$ cat config.mk
export PLATFORM = sky130hd
export DESIGN_NAME = zol_ctrl
export DESIGN_NICKNAME = d
export VERILOG_FILES = /design/src/rtl/zol_pkg.sv /design/src/rtl/zol_rpt.sv /design/src/rtl/zol_level.sv /design/src/rtl/zol_ctrl.sv
export SDC_FILE = /design/constraint.sdc
export NUM_CORES = 1
export LEC_CHECK = 0
export BUFFER_PORTS_ARGS = -buffer_cell sky130_fd_sc_hd__clkbuf_2
export CORE_AREA = 2 2 115 117
export DETAILED_ROUTE_END_ITERATION = 10
export DIE_AREA = 0 0 117 119
export PLACE_DENSITY = 0.8
export SETUP_SLACK_MARGIN = 0.05
export SYNTH_ARGS = -nofsm -noshare
export SYNTH_HDL_FRONTEND = slang
export SYNTH_SLANG_ARGS = --single-unit
$ cat constraint.sdc
create_clock -name clk -period 6 [get_ports clk]
set_input_delay 0.9 -clock clk [delete_from_list [all_inputs] [get_ports clk]]
set_output_delay 0.9 -clock clk [all_outputs]
set_load 0.01 [all_outputs]
$ cat src/rtl/zol_pkg.sv
package zol_pkg;
  typedef enum logic [2:0] {
    SEL_RPT_CNT = 3'd0,
    SEL_CNT0    = 3'd1,
    SEL_BEG0    = 3'd2,
    SEL_END0    = 3'd3,
    SEL_CNT1    = 3'd4,
    SEL_BEG1    = 3'd5,
    SEL_END1    = 3'd6,
    SEL_NONE    = 3'd7
  } ld_sel_e;
endpackage

$ cat src/rtl/zol_rpt.sv
module zol_rpt #(
  parameter int CW = 16
) (
  input  logic          clk,
  input  logic          rst_n,
  input  logic          cnt_we,
  input  logic [CW-1:0] wdata,
  input  logic          start_i,
  input  logic          done_i,
  output logic          busy_o,
  output logic          hold_o
);
  localparam logic [CW-1:0] ONE = {{(CW-1){1'b0}}, 1'b1};

  logic [CW-1:0] comp_q, comp_d, cnt_q, cnt_d;
  logic          busy_q, busy_d;

  always_comb begin
    comp_d = comp_q;
    cnt_d  = cnt_q;
    busy_d = busy_q;
    if (cnt_we) comp_d = wdata;
    if (start_i) begin
      cnt_d  = comp_q;
      busy_d = 1'b1;
    end else if (busy_q && done_i) begin
      if (cnt_q != '0) cnt_d = cnt_q - ONE;
      else             busy_d = 1'b0;
    end
  end

  always_ff @(posedge clk or negedge rst_n) begin
    if (!rst_n) begin
      comp_q <= '0;
      cnt_q  <= '0;
      busy_q <= 1'b0;
    end else begin
      comp_q <= comp_d;
      cnt_q  <= cnt_d;
      busy_q <= busy_d;
    end
  end

  assign busy_o = busy_q;
  assign hold_o = busy_q && (cnt_q != '0);

  // the final execution ends the repeat
  p_last_clears_r3: assert property (@(posedge clk) disable iff (!rst_n)
    (busy_q && done_i && !hold_o && !start_i) |=> !busy_q);
  // a zero count never holds the PC
  p_zero_nohold_r4: assert property (@(posedge clk) disable iff (!rst_n)
    (start_i && comp_q == '0 && !cnt_we) |=> !hold_o);
endmodule

$ cat src/rtl/zol_level.sv
module zol_level #(
  parameter int AW       = 16,
  parameter int CW       = 16,
  parameter bit HAS_SAVE = 1'b0
) (
  input  logic          clk,
  input  logic          rst_n,
  input  logic          cnt_we,
  input  logic          beg_we,
  input  logic          end_we,
  input  logic [CW-1:0] wcnt,
  input  logic [AW-1:0] waddr,
  input  logic          start_i,
  input  logic          step_i,
  input  logic [AW-1:0] pc_i,
  output logic          act_o,
  output logic          hit_o,
  output logic          last_o,
  output logic [AW-1:0] beg_o
);
  localparam logic [CW-1:0] ONE = {{(CW-1){1'b0}}, 1'b1};

  logic [CW-1:0] cnt_q, cnt_d, reload;
  logic [AW-1:0] beg_q, beg_d, end_q, end_d;
  logic          act_q, act_d;

  generate
    if (HAS_SAVE) begin : g_save
      logic [CW-1:0] save_q;
      always_ff @(posedge clk or negedge rst_n) begin
        if (!rst_n)      save_q <= '0;
        else if (cnt_we) save_q <= wcnt;
      end
      assign reload = save_q;
      // every count load is mirrored into the save copy
      p_save_copy_r8: assert property (@(posedge clk) disable iff (!rst_n)
        cnt_we |=> (save_q == $past(wcnt)));
    end else begin : g_nosave
      assign reload = cnt_q;
    end
  endgenerate

  always_comb begin
    cnt_d = cnt_q;
    beg_d = beg_q;
    end_d = end_q;
    act_d = act_q;
    if (beg_we) beg_d = waddr;
    if (end_we) end_d = waddr;
    if (cnt_we) begin
      cnt_d = wcnt;
      if (start_i) act_d = 1'b1;
    end else if (start_i) begin
      cnt_d = reload;
      act_d = 1'b1;
    end else if (step_i) begin
      if (cnt_q != '0) cnt_d = cnt_q - ONE;
      else             act_d = 1'b0;
    end
  end

  always_ff @(posedge clk or negedge rst_n) begin
    if (!rst_n) begin
      cnt_q <= '0;
      beg_q <= '0;
      end_q <= '0;
      act_q <= 1'b0;
    end else begin
      cnt_q <= cnt_d;
      beg_q <= beg_d;
      end_q <= end_d;
      act_q <= act_d;
    end
  end

  assign act_o  = act_q;
  assign hit_o  = act_q && (pc_i == end_q);
  assign last_o = (cnt_q == '0);
  assign beg_o  = beg_q;

  // an exhausted level leaves when its end completes
  p_zero_ends_r6: assert property (@(posedge clk) disable iff (!rst_n)
    (step_i && last_o && !start_i && !cnt_we) |=> !act_q);
endmodule

$ cat src/rtl/zol_ctrl.sv
module zol_ctrl #(
  parameter int AW = 16,
  parameter int CW = 16
) (
  input  logic                           clk,
  input  logic                           rst_n,
  input  logic [AW-1:0]                  pc_i,
  input  logic                           done_i,
  input  logic                           rpt_go_i,
  input  logic                           blk0_go_i,
  input  logic                           blk1_go_i,
  input  logic                           ld_en_i,
  input  logic [2:0]                     ld_sel_i,
  input  logic [((AW>CW)?AW:CW)-1:0]     ld_data_i,
  output logic                           redirect_o,
  output logic [AW-1:0]                  target_o,
  output logic                           hold_o,
  output logic                           rpt_busy_o,
  output logic                           blk0_busy_o,
  output logic                           blk1_busy_o
);
  import zol_pkg::*;

  logic [1:0] rst_sync_q;
  logic       rst_core_n;

  always_ff @(posedge clk or negedge rst_n) begin
    if (!rst_n) rst_sync_q <= 2'b00;
    else        rst_sync_q <= {rst_sync_q[0], 1'b1};
  end
  assign rst_core_n = rst_sync_q[1];

  ld_sel_e       sel;
  logic [CW-1:0] wcnt;
  logic [AW-1:0] waddr;
  logic we_rpt, we_c0, we_b0, we_e0, we_c1, we_b1, we_e1;

  always_comb begin
    sel    = ld_sel_e'(ld_sel_i);
    we_rpt = ld_en_i && (sel == SEL_RPT_CNT);
    we_c0  = ld_en_i && (sel == SEL_CNT0);
    we_b0  = ld_en_i && (sel == SEL_BEG0);
    we_e0  = ld_en_i && (sel == SEL_END0);
    we_c1  = ld_en_i && (sel == SEL_CNT1);
    we_b1  = ld_en_i && (sel == SEL_BEG1);
    we_e1  = ld_en_i && (sel == SEL_END1);
  end
  assign wcnt  = ld_data_i[CW-1:0];
  assign waddr = ld_data_i[AW-1:0];

  logic hold, rpt_busy;
  logic act0, hit0, last0, act1, hit1, last1;
  logic [AW-1:0] beg0, beg1;
  logic eval, take1, take0, step0, step1;

  zol_rpt #(.CW(CW)) u_rpt (
    .clk(clk), .rst_n(rst_core_n), .cnt_we(we_rpt), .wdata(wcnt),
    .start_i(rpt_go_i), .done_i(done_i), .busy_o(rpt_busy), .hold_o(hold)
  );

  // evaluation order: hold, then inner level, then outer level
  always_comb begin
    eval  = done_i && !hold;
    step1 = eval && hit1;
    take1 = step1 && !last1;
    step0 = eval && hit0 && !take1;
    take0 = step0 && !last0;
  end

  zol_level #(.AW(AW), .CW(CW), .HAS_SAVE(1'b0)) u_lvl0 (
    .clk(clk), .rst_n(rst_core_n), .cnt_we(we_c0), .beg_we(we_b0),
    .end_we(we_e0), .wcnt(wcnt), .waddr(waddr), .start_i(blk0_go_i),
    .step_i(step0), .pc_i(pc_i), .act_o(act0), .hit_o(hit0),
    .last_o(last0), .beg_o(beg0)
  );

  zol_level #(.AW(AW), .CW(CW), .HAS_SAVE(1'b1)) u_lvl1 (
    .clk(clk), .rst_n(rst_core_n), .cnt_we(we_c1), .beg_we(we_b1),
    .end_we(we_e1), .wcnt(wcnt), .waddr(waddr), .start_i(blk1_go_i),
    .step_i(step1), .pc_i(pc_i), .act_o(act1), .hit_o(hit1),
    .last_o(last1), .beg_o(beg1)
  );

  always_comb begin
    redirect_o = take1 || take0;
    if (take1)      target_o = beg1;
    else if (take0) target_o = beg0;
    else            target_o = '0;
  end

  assign hold_o      = hold;
  assign rpt_busy_o  = rpt_busy;
  assign blk0_busy_o = act0;
  assign blk1_busy_o = act1;

  // a held PC is never redirected
  p_hold_excl_r10: assert property (@(posedge clk) disable iff (!rst_core_n)
    hold_o |-> !redirect_o);
  // redirects happen only on a completion
  p_redir_done_r7: assert property (@(posedge clk) disable iff (!rst_core_n)
    redirect_o |-> done_i);
  // inner level wins a shared end address
  p_inner_first_r9: assert property (@(posedge clk) disable iff (!rst_core_n)
    (take1 && hit0) |-> (target_o == beg1));
endmodule

==> impl_results.html, run 1 <==
<table>
<tr><th>Metric</th><th>Value</th></tr>
<tr><th colspan="2">Clock tree</th></tr>
<tr><td>Buffer count from post-CTS setup fixing</td><td>0</td></tr>
<tr><td>Clk root buf</td><td>sky130_fd_sc_hd__clkbuf_16</td></tr>
<tr><td>Number of clock buffers inserted by TritonCTS</td><td>17</td></tr>
<tr><td>Number of sinks handled by clock tree synthesis</td><td>149</td></tr>
<tr><td>Clock latency reported for the late side of the worst-skew pair</td><td>430 ps</td></tr>
<tr><td>Clock Path Buffers</td><td>2</td></tr>
<tr><td>H-tree levels</td><td>4</td></tr>
<tr><td>Hold-fix buffers at CTS</td><td>0</td></tr>
<tr><td>CTS clock-pin slew for the worst setup and hold paths</td><td>60 ps</td></tr>
<tr><td>TritonCTS clock tree</td><td>yes</td></tr>
<tr><td>CTS-repair resized insts</td><td>0</td></tr>
<tr><th colspan="2">Setup path</th></tr>
<tr><td>Capture instance of the worst register-to-register path</td><td>u_lvl1.cnt_q[15]</td></tr>
<tr><td>Worst Path Required</td><td>5100 ps</td></tr>
<tr><td>Series of cell instances along the critical path</td><td>or3_4 -&gt; or4_4 -&gt; or3_4 -&gt; o21ai_2 -&gt; inv_2 -&gt; or4_4 -&gt; nor3_2 -&gt; buf_4 -&gt; a22o_1 -&gt; clkbuf_2</td></tr>
<tr><td>Kind of capture point of the worst setup path</td><td>primary output</td></tr>
<tr><td>Arr. time, crit path</td><td>3930 ps</td></tr>
<tr><td>Number of logic stages on the critical path including buffering</td><td>10</td></tr>
<tr><td>Delay-heaviest family, CP</td><td>simple AND/OR/NAND/NOR gates</td></tr>
<tr><td>Biggest fanout along the worst timing path</td><td>18</td></tr>
<tr><td>Master of the slowest instance on the critical path</td><td>sky130_fd_sc_hd__or4_4</td></tr>
<tr><td>Worst setup path endpoint</td><td>target_o[10]</td></tr>
<tr><td>Kind of start point of the critical path</td><td>flip-flop</td></tr>
<tr><td>Buffer and inverter count on the worst path</td><td>3</td></tr>
<tr><td>Type of the worst setup path</td><td>flip-flop to primary output</td></tr>
<tr><td>CP Launch Point</td><td>u_rpt.cnt_q[4]</td></tr>
<tr><td>Setup slack of the most critical reg-to-reg path</td><td>1980 ps</td></tr>
<tr><td>Slowest stage delay, CP</td><td>680 ps</td></tr>
<tr><td>Launch point of the worst reg-to-reg path</td><td>u_rpt.cnt_q[4]</td></tr>
<tr><td>Logic depth of the worst register-to-register path</td><td>9</td></tr>
<tr><th colspan="2">Cells and area</th></tr>
<tr><td>Number of antenna diodes</td><td>0</td></tr>
<tr><td>Most common cell after layout, fill and taps aside</td><td>sky130_fd_sc_hd__dfrtp_1</td></tr>
<tr><td>Most frequent cells in the layout</td><td>sky130_fd_sc_hd__dfrtp_1 (148), sky130_fd_sc_hd__nand2_1 (103), sky130_fd_sc_hd__mux2_2 (66)</td></tr>
<tr><td>Layout Cell Area excl Fill</td><td>0.00841 sq mm</td></tr>
<tr><td>Fill cells</td><td>969</td></tr>
<tr><td>Fin nets</td><td>818</td></tr>
<tr><td>Growth of design area from synthesis to finish</td><td>13.5%</td></tr>
<tr><td>Post-route insts no fill</td><td>958</td></tr>
<tr><td>Share of cells above drive strength 1</td><td>0.224</td></tr>
<tr><th colspan="2">Detailed routing</th></tr>
<tr><td>DR iter-0 viols</td><td>580</td></tr>
<tr><td>Number of vias in the routed layout</td><td>5850</td></tr>
<tr><td>Antenna violation net count after detailed routing</td><td>0</td></tr>
<tr><td>Wire length per cell after detailed routing</td><td>19.8 um</td></tr>
<tr><td>Number of vias per cell</td><td>6.11</td></tr>
<tr><td>Residual DRC</td><td>0</td></tr>
<tr><td>Initial DRT Pass Iterations</td><td>6</td></tr>
<tr><td>Wire length after detailed routing</td><td>19000 um</td></tr>
<tr><th colspan="2">GRT</th></tr>
<tr><td>Via count of the first global-routing pass</td><td>5710</td></tr>
<tr><td>Overall routing resource usage</td><td>0.291</td></tr>
<tr><td>Number of antenna violations at the first check in global routing</td><td>0</td></tr>
<tr><td>First-pass GRT wire length</td><td>30200 um</td></tr>
<tr><td>Pin count of the biggest net entering global routing</td><td>85</td></tr>
<tr><td>Overflow after GRT</td><td>0</td></tr>
<tr><th colspan="2">Timing</th></tr>
<tr><td>Maximum operating frequency</td><td>0.207 GHz</td></tr>
<tr><td>Relative slew slack</td><td>0.119</td></tr>
<tr><td>Hold Worst Slack</td><td>243 ps</td></tr>
<tr><td># setup viols final</td><td>0</td></tr>
<tr><td>Aggregate negative setup slack</td><td>0 ps</td></tr>
<tr><td>Final worst-path setup slack</td><td>1170 ps</td></tr>
<tr><td>Slew at the pin with the worst max-slew slack</td><td>1320 ps</td></tr>
<tr><td>Clock Skew</td><td>14.3 ps</td></tr>
<tr><td>Final number of hold-violating endpoints</td><td>0</td></tr>
<tr><td>Final worst path period share</td><td>0.805</td></tr>
<tr><td>Number of max-slew violations in the final report</td><td>0</td></tr>
<tr><td>Fin crit period</td><td>4830 ps</td></tr>
<tr><td>RSZ-0062 raised after global routing</td><td>false</td></tr>
<tr><th colspan="2">Floorplan</th></tr>
<tr><td>Width of the chip</td><td>117 um</td></tr>
<tr><td>Total number of placement rows</td><td>42</td></tr>
<tr><td>Placeable core area</td><td>0.0129 sq mm</td></tr>
<tr><td>Initial core utilization</td><td>0.576</td></tr>
<tr><td>Die height</td><td>119 um</td></tr>
<tr><td>Die Area</td><td>0.0139 sq mm</td></tr>
<tr><td>Total I/O pin count</td><td>63</td></tr>
<tr><th colspan="2">Placed design</th></tr>
<tr><td>Count of buffers inserted at the top-level ports</td><td>62</td></tr>
<tr><td>Placed wire-length estimate after detailed placement</td><td>12700 um</td></tr>
<tr><td>Post-place instance area</td><td>0.00785 sq mm</td></tr>
<tr><td>Placed cell count</td><td>927</td></tr>
<tr><td>GPL Wtd Cong</td><td>0.955</td></tr>
<tr><td>Setup WS pre-CTS</td><td>1670 ps</td></tr>
<tr><th colspan="2">Synth</th></tr>
<tr><td>Syn avg cell area</td><td>10.3 sq um</td></tr>
<tr><td>Most used flip-flop cell after synthesis</td><td>sky130_fd_sc_hd__dfrtp_1</td></tr>
<tr><td>Async SR Flop Fraction</td><td>1.00</td></tr>
<tr><td>Number of warning messages in the yosys log</td><td>0</td></tr>
<tr><td>Flop and latch count out of synthesis</td><td>149</td></tr>
<tr><td>EDFF count, synth</td><td>0</td></tr>
<tr><td>Unique masters post-synth</td><td>49</td></tr>
<tr><td>Post-synthesis instance total</td><td>720</td></tr>
<tr><td>Syn Nets</td><td>768</td></tr>
<tr><td>Syn Std Cell Area</td><td>0.00741 sq mm</td></tr>
<tr><td>Sequential area share after synthesis</td><td>0.503</td></tr>
<tr><th colspan="2">Outcome</th></tr>
<tr><td>Run status</td><td>finished clean</td></tr>
<tr><th colspan="2">Power</th></tr>
<tr><td>Worst vdd ir</td><td>0.000250 V</td></tr>
<tr><td>Power per Cell Area</td><td>345 mW/mm^2</td></tr>
<tr><td>Static leakage</td><td>0.00368 uW</td></tr>
<tr><th colspan="2">Hold path</th></tr>
<tr><td>Type of the tightest min-delay check</td><td>primary input to asynchronous set/reset pin</td></tr>
<tr><th colspan="2">Job</th></tr>
<tr><td>Number of max-capacitance violations reported</td><td>0</td></tr>
</table>
==> kinds of logic (layout without fill, tap and decap cells) <==
logic type / count (synthesis) / count (layout) / share of synthesized area
xor+xnor: 68 / 68 / 0.0804
fa+ha+maj: 6 / 6 / 0.0101
flops: 149 / 149 / 0.503
buf+inv: 51 / 113 / 0.0270
simple gates: 269 / 269 / 0.187
mux: 70 / 70 / 0.106
compound gates: 106 / 106 / 0.0858
other cells: 1 / 1 / 0.000506
==> worst reg2reg max path: cells and delay by family, from the launching register on <==
family	cells	cell delay, ps
simple gates	7	3150
compound gates	1	210
buf+inv	1	170
flops	1	420
==> cell usage after synthesis, types with 10 or more instances <==
cell type,instances,area (sq um)
sky130_fd_sc_hd__clkbuf_1,29,109
sky130_fd_sc_hd__o21ai_0,63,315
sky130_fd_sc_hd__nand4_1,10,62.6
sky130_fd_sc_hd__xor2_1,29,254
sky130_fd_sc_hd__inv_1,16,60.1
sky130_fd_sc_hd__xnor2_1,39,342
sky130_fd_sc_hd__nand2_1,103,387
sky130_fd_sc_hd__nand3_1,23,115
sky130_fd_sc_hd__dfrtp_1,149,3730
sky130_fd_sc_hd__nor3_1,26,130
sky130_fd_sc_hd__nor2_1,30,113
sky130_fd_sc_hd__nor4_1,21,131
sky130_fd_sc_hd__mux2_2,66,743
sky130_fd_sc_hd__a22o_1,16,140
==> per-stage QoR <==
step,power [uW],util
2_1_floorplan,1710,-
3_3_place_gp,1840,0.610
3_5_place_dp,1870,0.610
4_1_cts,2900,0.653
5_1_grt,3030,0.653
6_report,2900,0.653
==> final cells by class <==
type / instances / area, sq um / area share
sequential: 149 / 3730 / 0.444
multi-input combinational: 520 / 3500 / 0.416
clock buffer: 19 / 433 / 0.0515
timing repair buffer: 65 / 333 / 0.0396
tap: 176 / 220 / 0.0262
clock inverter: 12 / 131 / 0.0156
inverter: 17 / 63.8 / 0.00758
==> routing by layer <==
metal,vias to the layer above,routed length [um],GRT usage
met4,0,574,0.121
met2,274,9050,0.439
li1,2645,-,-
met1,2890,7780,0.400
met3,41,1590,0.0753
met5,-,0,0
==> state kept, by name (all words and copies together) (netlist names) <==
| register | cells |
|---|---|
| u_lvl1.cnt_q | 16 |
| u_lvl0.beg_o | 16 |
| u_lvl1.act_o | 1 |
| u_lvl0.act_o | 1 |
| u_lvl1.g_save.save_q | 16 |
| u_lvl0.cnt_q | 16 |
| u_lvl1.beg_o | 16 |
| u_lvl0.end_q | 16 |
| u_lvl1.end_q | 16 |
| rst_sync_q | 2 |
| u_rpt.comp_q | 16 |
| u_rpt.cnt_q | 16 |
| u_rpt.busy_o | 1 |
==> worst min-delay path by stage <==
stage | startpoint | end | depth (start not counted)
4_1_cts | rst_n | rst_sync_q[0] | 1
5_1_grt | rst_n | rst_sync_q[1] | 1
3_5_place_dp | rst_sync_q[0] | rst_sync_q[1] | 0
2_1_floorplan | rst_sync_q[0] | rst_sync_q[1] | 0
3_3_place_gp | rst_sync_q[0] | rst_sync_q[1] | 0
6_report | rst_n | rst_sync_q[0] | 1
==> power by group <==
group	internal, uW	leakage [uW]	switching (uW)
sequential	1210	0.00181	172
clock	610	0.000277	420
combinational	240	0.00159	248
(Power assumes the default switching activity.)
==> inputs of run 2 (changes only) <==
Settings changed: CORE_AREA 2 2 115 117 to 2 2 121 123, DIE_AREA 0 0 117 119 to 0 0 123 125, PLACE_DENSITY 0.8 to 0.77.
Clock period 6 ns to 4.2 ns, I/O delays scaled along.
==> run 2 against run 1 <==
Clock-buffer cell count grew 1. Die area up 10%. Clock skew decreased by 2.6 ps. Non-clock buffer count up 9. Via count grew 0.85%. Global-route usage fell by 2.4 points. First-iteration DRC count down 22%. Critical path type unchanged.
==> impl_results.html, run 2 (synthesized netlist as in run 1, its figures left out) <==
<table>
<tr><th>Metric</th><th>Value</th></tr>
<tr><th colspan="2">Setup path</th></tr>
<tr><td>Logic depth of the worst register-to-register path</td><td>10</td></tr>
<tr><td>Kind of capture point of the worst setup path</td><td>primary output</td></tr>
<tr><td>Kind of start point of the critical path</td><td>flip-flop</td></tr>
<tr><td>Type of the worst setup path</td><td>flip-flop to primary output</td></tr>
<tr><td>Arr. time, crit path</td><td>3540 ps</td></tr>
<tr><td>Biggest fanout along the worst timing path</td><td>9</td></tr>
<tr><td>Worst Path Required</td><td>3570 ps</td></tr>
<tr><th colspan="2">Timing</th></tr>
<tr><td>Maximum operating frequency</td><td>0.240 GHz</td></tr>
<tr><td>Relative slew slack</td><td>0.305</td></tr>
<tr><td>RSZ-0062 raised after global routing</td><td>true</td></tr>
<tr><td>Slew at the pin with the worst max-slew slack</td><td>1040 ps</td></tr>
<tr><td>Hold Worst Slack</td><td>356 ps</td></tr>
<tr><td>Clock Skew</td><td>11.7 ps</td></tr>
<tr><td>Final number of hold-violating endpoints</td><td>0</td></tr>
<tr><td>Final worst path period share</td><td>0.992</td></tr>
<tr><td>Final worst-path setup slack</td><td>34.6 ps</td></tr>
<tr><td># setup viols final</td><td>0</td></tr>
<tr><td>Number of max-slew violations in the final report</td><td>0</td></tr>
<tr><td>Fin crit period</td><td>4170 ps</td></tr>
<tr><th colspan="2">Clock tree</th></tr>
<tr><td>Clk root buf</td><td>sky130_fd_sc_hd__clkbuf_16</td></tr>
<tr><td>Clock Path Buffers</td><td>2</td></tr>
<tr><td>Clock latency reported for the late side of the worst-skew pair</td><td>440 ps</td></tr>
<tr><td>Number of sinks handled by clock tree synthesis</td><td>149</td></tr>
<tr><td>Number of clock buffers inserted by TritonCTS</td><td>17</td></tr>
<tr><td>TritonCTS clock tree</td><td>yes</td></tr>
<tr><td>H-tree levels</td><td>4</td></tr>
<tr><td>CTS clock-pin slew for the worst setup and hold paths</td><td>70 ps</td></tr>
<tr><th colspan="2">Floorplan</th></tr>
<tr><td>Initial core utilization</td><td>0.522</td></tr>
<tr><td>Total number of placement rows</td><td>44</td></tr>
<tr><td>Die Area</td><td>0.0154 sq mm</td></tr>
<tr><td>Die height</td><td>125 um</td></tr>
<tr><td>Total I/O pin count</td><td>63</td></tr>
<tr><td>Width of the chip</td><td>123 um</td></tr>
<tr><td>Placeable core area</td><td>0.0142 sq mm</td></tr>
<tr><th colspan="2">GRT</th></tr>
<tr><td>Overall routing resource usage</td><td>0.267</td></tr>
<tr><td>First-pass GRT wire length</td><td>31400 um</td></tr>
<tr><td>Met2 routing resource usage after global routing</td><td>0.429</td></tr>
<tr><td>Overflow after GRT</td><td>0</td></tr>
<tr><td>Via count of the first global-routing pass</td><td>6059</td></tr>
<tr><td>GR Util met3</td><td>0.0652</td></tr>
<tr><td>Layer carrying the most global-route usage</td><td>met2</td></tr>
<tr><td>Number of antenna violations at the first check in global routing</td><td>0</td></tr>
<tr><td>Global routing met1 resource utilization</td><td>0.350</td></tr>
<tr><td>Pin count of the biggest net entering global routing</td><td>92</td></tr>
<tr><th colspan="2">Detailed routing</th></tr>
<tr><td>Number of vias per cell</td><td>6.05</td></tr>
<tr><td>Wire length per cell after detailed routing</td><td>20.1 um</td></tr>
<tr><td>Initial DRT Pass Iterations</td><td>5</td></tr>
<tr><td>DR iter-0 viols</td><td>452</td></tr>
<tr><td>Residual DRC</td><td>0</td></tr>
<tr><td>Number of vias in the routed layout</td><td>5900</td></tr>
<tr><td>Wire length after detailed routing</td><td>19600 um</td></tr>
<tr><td>Antenna violation net count after detailed routing</td><td>0</td></tr>
<tr><th colspan="2">Power</th></tr>
<tr><td>Fraction of power spent switching nets</td><td>0.305</td></tr>
<tr><td>Combinational power share</td><td>0.175</td></tr>
<tr><td>Worst vdd ir</td><td>0.000297 V</td></tr>
<tr><td>Net switching power</td><td>1270 uW</td></tr>
<tr><td>Static leakage</td><td>0.00374 uW</td></tr>
<tr><td>Internal power</td><td>2890 uW</td></tr>
<tr><td>Fraction of power consumed by the clock network</td><td>0.352</td></tr>
<tr><td>Flop pwr share</td><td>0.473</td></tr>
<tr><td>Power per Cell Area</td><td>487 mW/mm^2</td></tr>
<tr><th colspan="2">Cells and area</th></tr>
<tr><td>Share of cells above drive strength 1</td><td>0.234</td></tr>
<tr><td>Fin nets</td><td>827</td></tr>
<tr><td>Most frequent cells in the layout</td><td>sky130_fd_sc_hd__dfrtp_1 (148), sky130_fd_sc_hd__nand2_1 (103), sky130_fd_sc_hd__mux2_2 (66)</td></tr>
<tr><td>Most common cell after layout, fill and taps aside</td><td>sky130_fd_sc_hd__dfrtp_1</td></tr>
<tr><td>Fill cells</td><td>1150</td></tr>
<tr><td>Number of antenna diodes</td><td>0</td></tr>
<tr><td>Growth of design area from synthesis to finish</td><td>15.2%</td></tr>
<tr><td>Share of the core filled with cells</td><td>0.601</td></tr>
<tr><th colspan="2">Placed design</th></tr>
<tr><td>Setup WS pre-CTS</td><td>248 ps</td></tr>
<tr><td>Placed wire-length estimate after detailed placement</td><td>13000 um</td></tr>
<tr><td>GPL Wtd Cong</td><td>0.905</td></tr>
<tr><td>Count of buffers inserted at the top-level ports</td><td>62</td></tr>
<tr><th colspan="2">Job</th></tr>
<tr><td>Number of max-capacitance violations reported</td><td>0</td></tr>
<tr><th colspan="2">Hold path</th></tr>
<tr><td>Hold path cells</td><td>0</td></tr>
<tr><td>Type of the tightest min-delay check</td><td>flip-flop to flip-flop</td></tr>
<tr><th colspan="2">Outcome</th></tr>
<tr><td>Run status</td><td>finished clean</td></tr>
</table>
run 2: cell types whose count changed in the layout (fill, tap and decap cells not counted), sizes merged:
cell / before / now
bufinv: 2 / 0
clkinv: 7 / 5
inv: 19 / 24
clkbuf: 81 / 68
dlygate4sd3: 0 / 1
clkinvlp: 1 / 0
buf: 3 / 25
run 2: final timing paths:
| path | to | start | slack, ps |
|---|---|---|---|
| max | target_o[0] | u_rpt.cnt_q[4] | 30 |
| min | rst_sync_q[1] | rst_sync_q[0] | 360 |
| max reg2reg | u_lvl1.cnt_q[10] | u_rpt.cnt_q[4] | 540 |
| min reg2reg | rst_sync_q[1] | rst_sync_q[0] | 360 |
| max in group asynchronous | u_lvl0.cnt_q[6] | rst_sync_q[1] | 2880 |
| min in group asynchronous | u_lvl1.beg_o[9] | rst_sync_q[1] | 380 |
run 2: timing repair:
item | CTS | global route
gates cloned | 0 | 1
gates resized for setup | 1 | 21
endpoints found under the hold margin | 2 | 0
pin swaps | 1 | 2
buffers inserted | 1 | 2
setup endpoints to repair | 17 | 17
hold buffers | 1 | 0
run 2: routing by layer:
layer	wire length, um	vias to the layer above
li1	-	2659
met1	7990	2914
met2	9500	276
met3	1480	51
met4	655	0
met5	0	-
run 2: layout make-up:
cell class,count,area (sq um),share of cell area
inverter,17,63.8,0.00747
clock buffer,20,457,0.0535
multi-input combinational,520,3520,0.412
sequential,149,3730,0.437
tap,184,230,0.0270
clock inverter,12,110,0.0129
timing repair buffer,74,429,0.0503
run 2: power by group through the flow:
| stage | clock [uW] | sequential (uW) | combinational [uW] |
|---|---|---|---|
| floorplan | 0 | 1920 | 522 |
| global placement | 0 | 1960 | 661 |
| detailed placement | 0 | 1980 | 702 |
| CTS | 1470 | 1960 | 713 |
| global route | 1530 | 2000 | 806 |
| finish | 1460 | 1970 | 728 |
run 2: worst max-delay path, stage by stage, from the launching register on:
cell and delay (ps):
sky130_fd_sc_hd__dfrtp_1 420, sky130_fd_sc_hd__or3_4 390, sky130_fd_sc_hd__or4_4 500, sky130_fd_sc_hd__or3_4 370, sky130_fd_sc_hd__o21ai_4 200, sky130_fd_sc_hd__inv_2 60, sky130_fd_sc_hd__or4_4 440, sky130_fd_sc_hd__nor3_4 230
sky130_fd_sc_hd__buf_6 210, sky130_fd_sc_hd__a22o_1 150, sky130_fd_sc_hd__clkbuf_2 130
run 2: metrics by stage:
stage          total power [uW]  cell area, sq um  TNS, ps  instances
2_1_floorplan              2440              7410        0        720
3_3_place_gp               2620              7900        0        939
3_5_place_dp               2680              7900        0        939
4_1_cts                    4140              8490        0        973
5_1_grt                    4340              8540     -676        976
6_report                   4160              8540        0        976
==> inputs of run 3 (changes only) <==
Settings changed: CORE_AREA 2 2 121 123 to 2 2 110 112, DIE_AREA 0 0 123 125 to 0 0 112 114, PLACE_DENSITY 0.77 to 0.87.
Clock period 4.2 ns to 5.1 ns, I/O delays scaled along.
==> run 3 against run 2 <==
Flip-flop and latch count did not move. Worst hold slack got worse by 260 ps. Clock-buffer cell count fell by 2. Non-clock buffer count down 4. Utilization is 12 points higher. Global-route usage up 6.6 points. Critical path type unchanged. Largest cell class unchanged. Highest routed layer unchanged.
==> impl_results.html, run 3 (synthesized netlist as in run 1, its figures left out) <==
<table>
<tr><th>Metric</th><th>Value</th></tr>
<tr><th colspan="2">Setup path</th></tr>
<tr><td>Worst Path Required</td><td>4340 ps</td></tr>
<tr><td>Kind of capture point of the worst setup path</td><td>primary output</td></tr>
<tr><td>Type of the worst setup path</td><td>flip-flop to primary output</td></tr>
<tr><td>Biggest fanout along the worst timing path</td><td>18</td></tr>
<tr><td>Arr. time, crit path</td><td>3950 ps</td></tr>
<tr><td>Kind of start point of the critical path</td><td>flip-flop</td></tr>
<tr><th colspan="2">Timing</th></tr>
<tr><td>Final worst path period share</td><td>0.924</td></tr>
<tr><td>Aggregate negative setup slack</td><td>0 ps</td></tr>
<tr><td>Hold Worst Slack</td><td>101 ps</td></tr>
<tr><td>RSZ-0062 raised after global routing</td><td>false</td></tr>
<tr><td>Final worst-path setup slack</td><td>388 ps</td></tr>
<tr><td>Number of max-slew violations in the final report</td><td>0</td></tr>
<tr><td>Relative slew slack</td><td>0.300</td></tr>
<tr><td>Slew at the pin with the worst max-slew slack</td><td>1050 ps</td></tr>
<tr><td>Clock Skew</td><td>20.9 ps</td></tr>
<tr><td># setup viols final</td><td>0</td></tr>
<tr><td>Fin crit period</td><td>4710 ps</td></tr>
<tr><td>Final number of hold-violating endpoints</td><td>0</td></tr>
<tr><td>Maximum operating frequency</td><td>0.212 GHz</td></tr>
<tr><th colspan="2">Power</th></tr>
<tr><td>Fraction of power spent switching nets</td><td>0.315</td></tr>
<tr><td>Fraction of power consumed by the clock network</td><td>0.353</td></tr>
<tr><td>Flop pwr share</td><td>0.469</td></tr>
<tr><td>Net switching power</td><td>1090 uW</td></tr>
<tr><td>Internal power</td><td>2370 uW</td></tr>
<tr><td>Power per Cell Area</td><td>410 mW/mm^2</td></tr>
<tr><td>Static leakage</td><td>0.00371 uW</td></tr>
<tr><td>Combinational power share</td><td>0.178</td></tr>
<tr><td>Worst vdd ir</td><td>0.000347 V</td></tr>
<tr><th colspan="2">GRT</th></tr>
<tr><td>Number of antenna violations at the first check in global routing</td><td>0</td></tr>
<tr><td>Pin count of the biggest net entering global routing</td><td>83</td></tr>
<tr><td>First-pass GRT wire length</td><td>32600 um</td></tr>
<tr><td>Overflow after GRT</td><td>0</td></tr>
<tr><td>Via count of the first global-routing pass</td><td>6174</td></tr>
<tr><td>Overall routing resource usage</td><td>0.332</td></tr>
<tr><th colspan="2">Detailed routing</th></tr>
<tr><td>DR iter-0 viols</td><td>491</td></tr>
<tr><td>Residual DRC</td><td>0</td></tr>
<tr><td>Initial DRT Pass Iterations</td><td>5</td></tr>
<tr><td>Number of vias per cell</td><td>6.49</td></tr>
<tr><td>Number of vias in the routed layout</td><td>6067</td></tr>
<tr><td>Wire length after detailed routing</td><td>20200 um</td></tr>
<tr><td>Wire length per cell after detailed routing</td><td>21.6 um</td></tr>
<tr><td>Antenna violation net count after detailed routing</td><td>0</td></tr>
<tr><th colspan="2">Clock tree</th></tr>
<tr><td>TritonCTS clock tree</td><td>yes</td></tr>
<tr><td>Hold-fix buffers at CTS</td><td>0</td></tr>
<tr><td>Buffer count from post-CTS setup fixing</td><td>0</td></tr>
<tr><td>Clk root buf</td><td>sky130_fd_sc_hd__clkbuf_16</td></tr>
<tr><td>H-tree levels</td><td>4</td></tr>
<tr><td>Clock Path Buffers</td><td>2</td></tr>
<tr><td>CTS clock-pin slew for the worst setup and hold paths</td><td>70 ps</td></tr>
<tr><td>Clock latency reported for the late side of the worst-skew pair</td><td>440 ps</td></tr>
<tr><td>Number of sinks handled by clock tree synthesis</td><td>149</td></tr>
<tr><td>Number of clock buffers inserted by TritonCTS</td><td>17</td></tr>
<tr><td>CTS-repair resized insts</td><td>0</td></tr>
<tr><th colspan="2">Floorplan</th></tr>
<tr><td>Die height</td><td>114 um</td></tr>
<tr><td>Total I/O pin count</td><td>63</td></tr>
<tr><td>Placeable core area</td><td>0.0117 sq mm</td></tr>
<tr><td>Initial core utilization</td><td>0.633</td></tr>
<tr><td>Width of the chip</td><td>112 um</td></tr>
<tr><td>Die Area</td><td>0.0128 sq mm</td></tr>
<tr><td>Total number of placement rows</td><td>40</td></tr>
<tr><th colspan="2">Cells and area</th></tr>
<tr><td>Growth of design area from synthesis to finish</td><td>13.7%</td></tr>
<tr><td>Most common cell after layout, fill and taps aside</td><td>sky130_fd_sc_hd__dfrtp_1</td></tr>
<tr><td>Number of antenna diodes</td><td>0</td></tr>
<tr><td>Most frequent cells in the layout</td><td>sky130_fd_sc_hd__dfrtp_1 (148), sky130_fd_sc_hd__nand2_1 (103), sky130_fd_sc_hd__mux2_2 (66)</td></tr>
<tr><td>Share of cells above drive strength 1</td><td>0.232</td></tr>
<tr><td>Fin nets</td><td>823</td></tr>
<tr><th colspan="2">Job</th></tr>
<tr><td>Number of max-capacitance violations reported</td><td>0</td></tr>
<tr><th colspan="2">Placed design</th></tr>
<tr><td>GPL Wtd Cong</td><td>0.890</td></tr>
<tr><td>Placed wire-length estimate after detailed placement</td><td>12700 um</td></tr>
<tr><td>Setup WS pre-CTS</td><td>909 ps</td></tr>
<tr><td>Count of buffers inserted at the top-level ports</td><td>62</td></tr>
<tr><th colspan="2">Hold path</th></tr>
<tr><td>Type of the tightest min-delay check</td><td>primary input to asynchronous set/reset pin</td></tr>
<tr><th colspan="2">Outcome</th></tr>
<tr><td>Run status</td><td>finished clean</td></tr>
</table>
run 3: cell count changes in the layout (fill, tap and decap cells not counted), sizes merged:
| cell | change |
|---|---|
| inv | +3 |
| dlygate4sd3 | -1 |
| clkinvlp | +2 |
| clkbuf | +12 |
| buf | -17 |
| clkinv | -3 |
run 3: through the flow:
step / util / power (uW) / instance area [sq um] / cells
after detailed placement: 0.670 / 2200 / 7840 / 902
after global routing: 0.719 / 3590 / 8430 / 935
after global placement: 0.670 / 2150 / 7840 / 902
after CTS: 0.718 / 3440 / 8410 / 934
final: 0.719 / 3450 / 8430 / 935
after floorplan: - / 2010 / 7410 / 720
run 3: layer usage:
| layer | wire length [um] | global-route usage | vias up |
|---|---|---|---|
| li1 | - | - | 2660 |
| met1 | 7940 | 0.416 | 3021 |
| met2 | 9860 | 0.553 | 312 |
| met3 | 1490 | 0.0691 | 74 |
| met4 | 895 | 0.171 | 0 |
| met5 | 0 | 0 | - |
run 3: area by class of cell:
| cell class | count | area (sq um) |
|---|---|---|
| multi-input cells | 520 | 3500 |
| inverters | 17 | 63.8 |
| clock buffers | 18 | 439 |
| fillers | 739 | 3290 |
| well taps | 147 | 184 |
| flip-flops and latches | 149 | 3730 |
| repair buffers | 70 | 374 |
| clock inverters | 14 | 133 |
run 3: power by group through the flow:
| stage | Combinational, uW | Sequential (uW) | Clock [uW] |
|---|---|---|---|
| detailed placement | 587 | 1620 | 0 |
| finish | 614 | 1620 | 1220 |
| floorplan | 430 | 1580 | 0 |
| CTS | 609 | 1610 | 1220 |
| global route | 678 | 1640 | 1280 |
| global placement | 550 | 1600 | 0 |
run 3: worst paths after layout:
| check | to | depth (start not counted) | slack, ps | from |
|---|---|---|---|---|
| worst max-delay path | target_o[3] | 10 | 390 | u_rpt.cnt_q[4] |
| worst min-delay path | rst_sync_q[1] | 1 | 100 | rst_n |
| worst max register to register | u_lvl0.cnt_q[1] | 9 | 1440 | u_rpt.cnt_q[4] |
| worst min register to register | rst_sync_q[1] | 0 | 350 | rst_sync_q[0] |
| max in group asynchronous | u_lvl0.cnt_q[10] | 1 | 3820 | rst_sync_q[1] |
| min in group clk | rst_sync_q[1] | 0 | 350 | rst_sync_q[0] |
run 3: worst max-delay path, stage by stage (launching register included):
cell	delay, ps
sky130_fd_sc_hd__dfrtp_1	420
sky130_fd_sc_hd__or3_4	390
sky130_fd_sc_hd__or4_4	500
sky130_fd_sc_hd__or3_4	370
sky130_fd_sc_hd__o21ai_2	210
sky130_fd_sc_hd__inv_2	150
sky130_fd_sc_hd__or4_4	660
sky130_fd_sc_hd__nor3_2	180
sky130_fd_sc_hd__buf_4	270
sky130_fd_sc_hd__a22o_1	200
sky130_fd_sc_hd__clkbuf_2	150
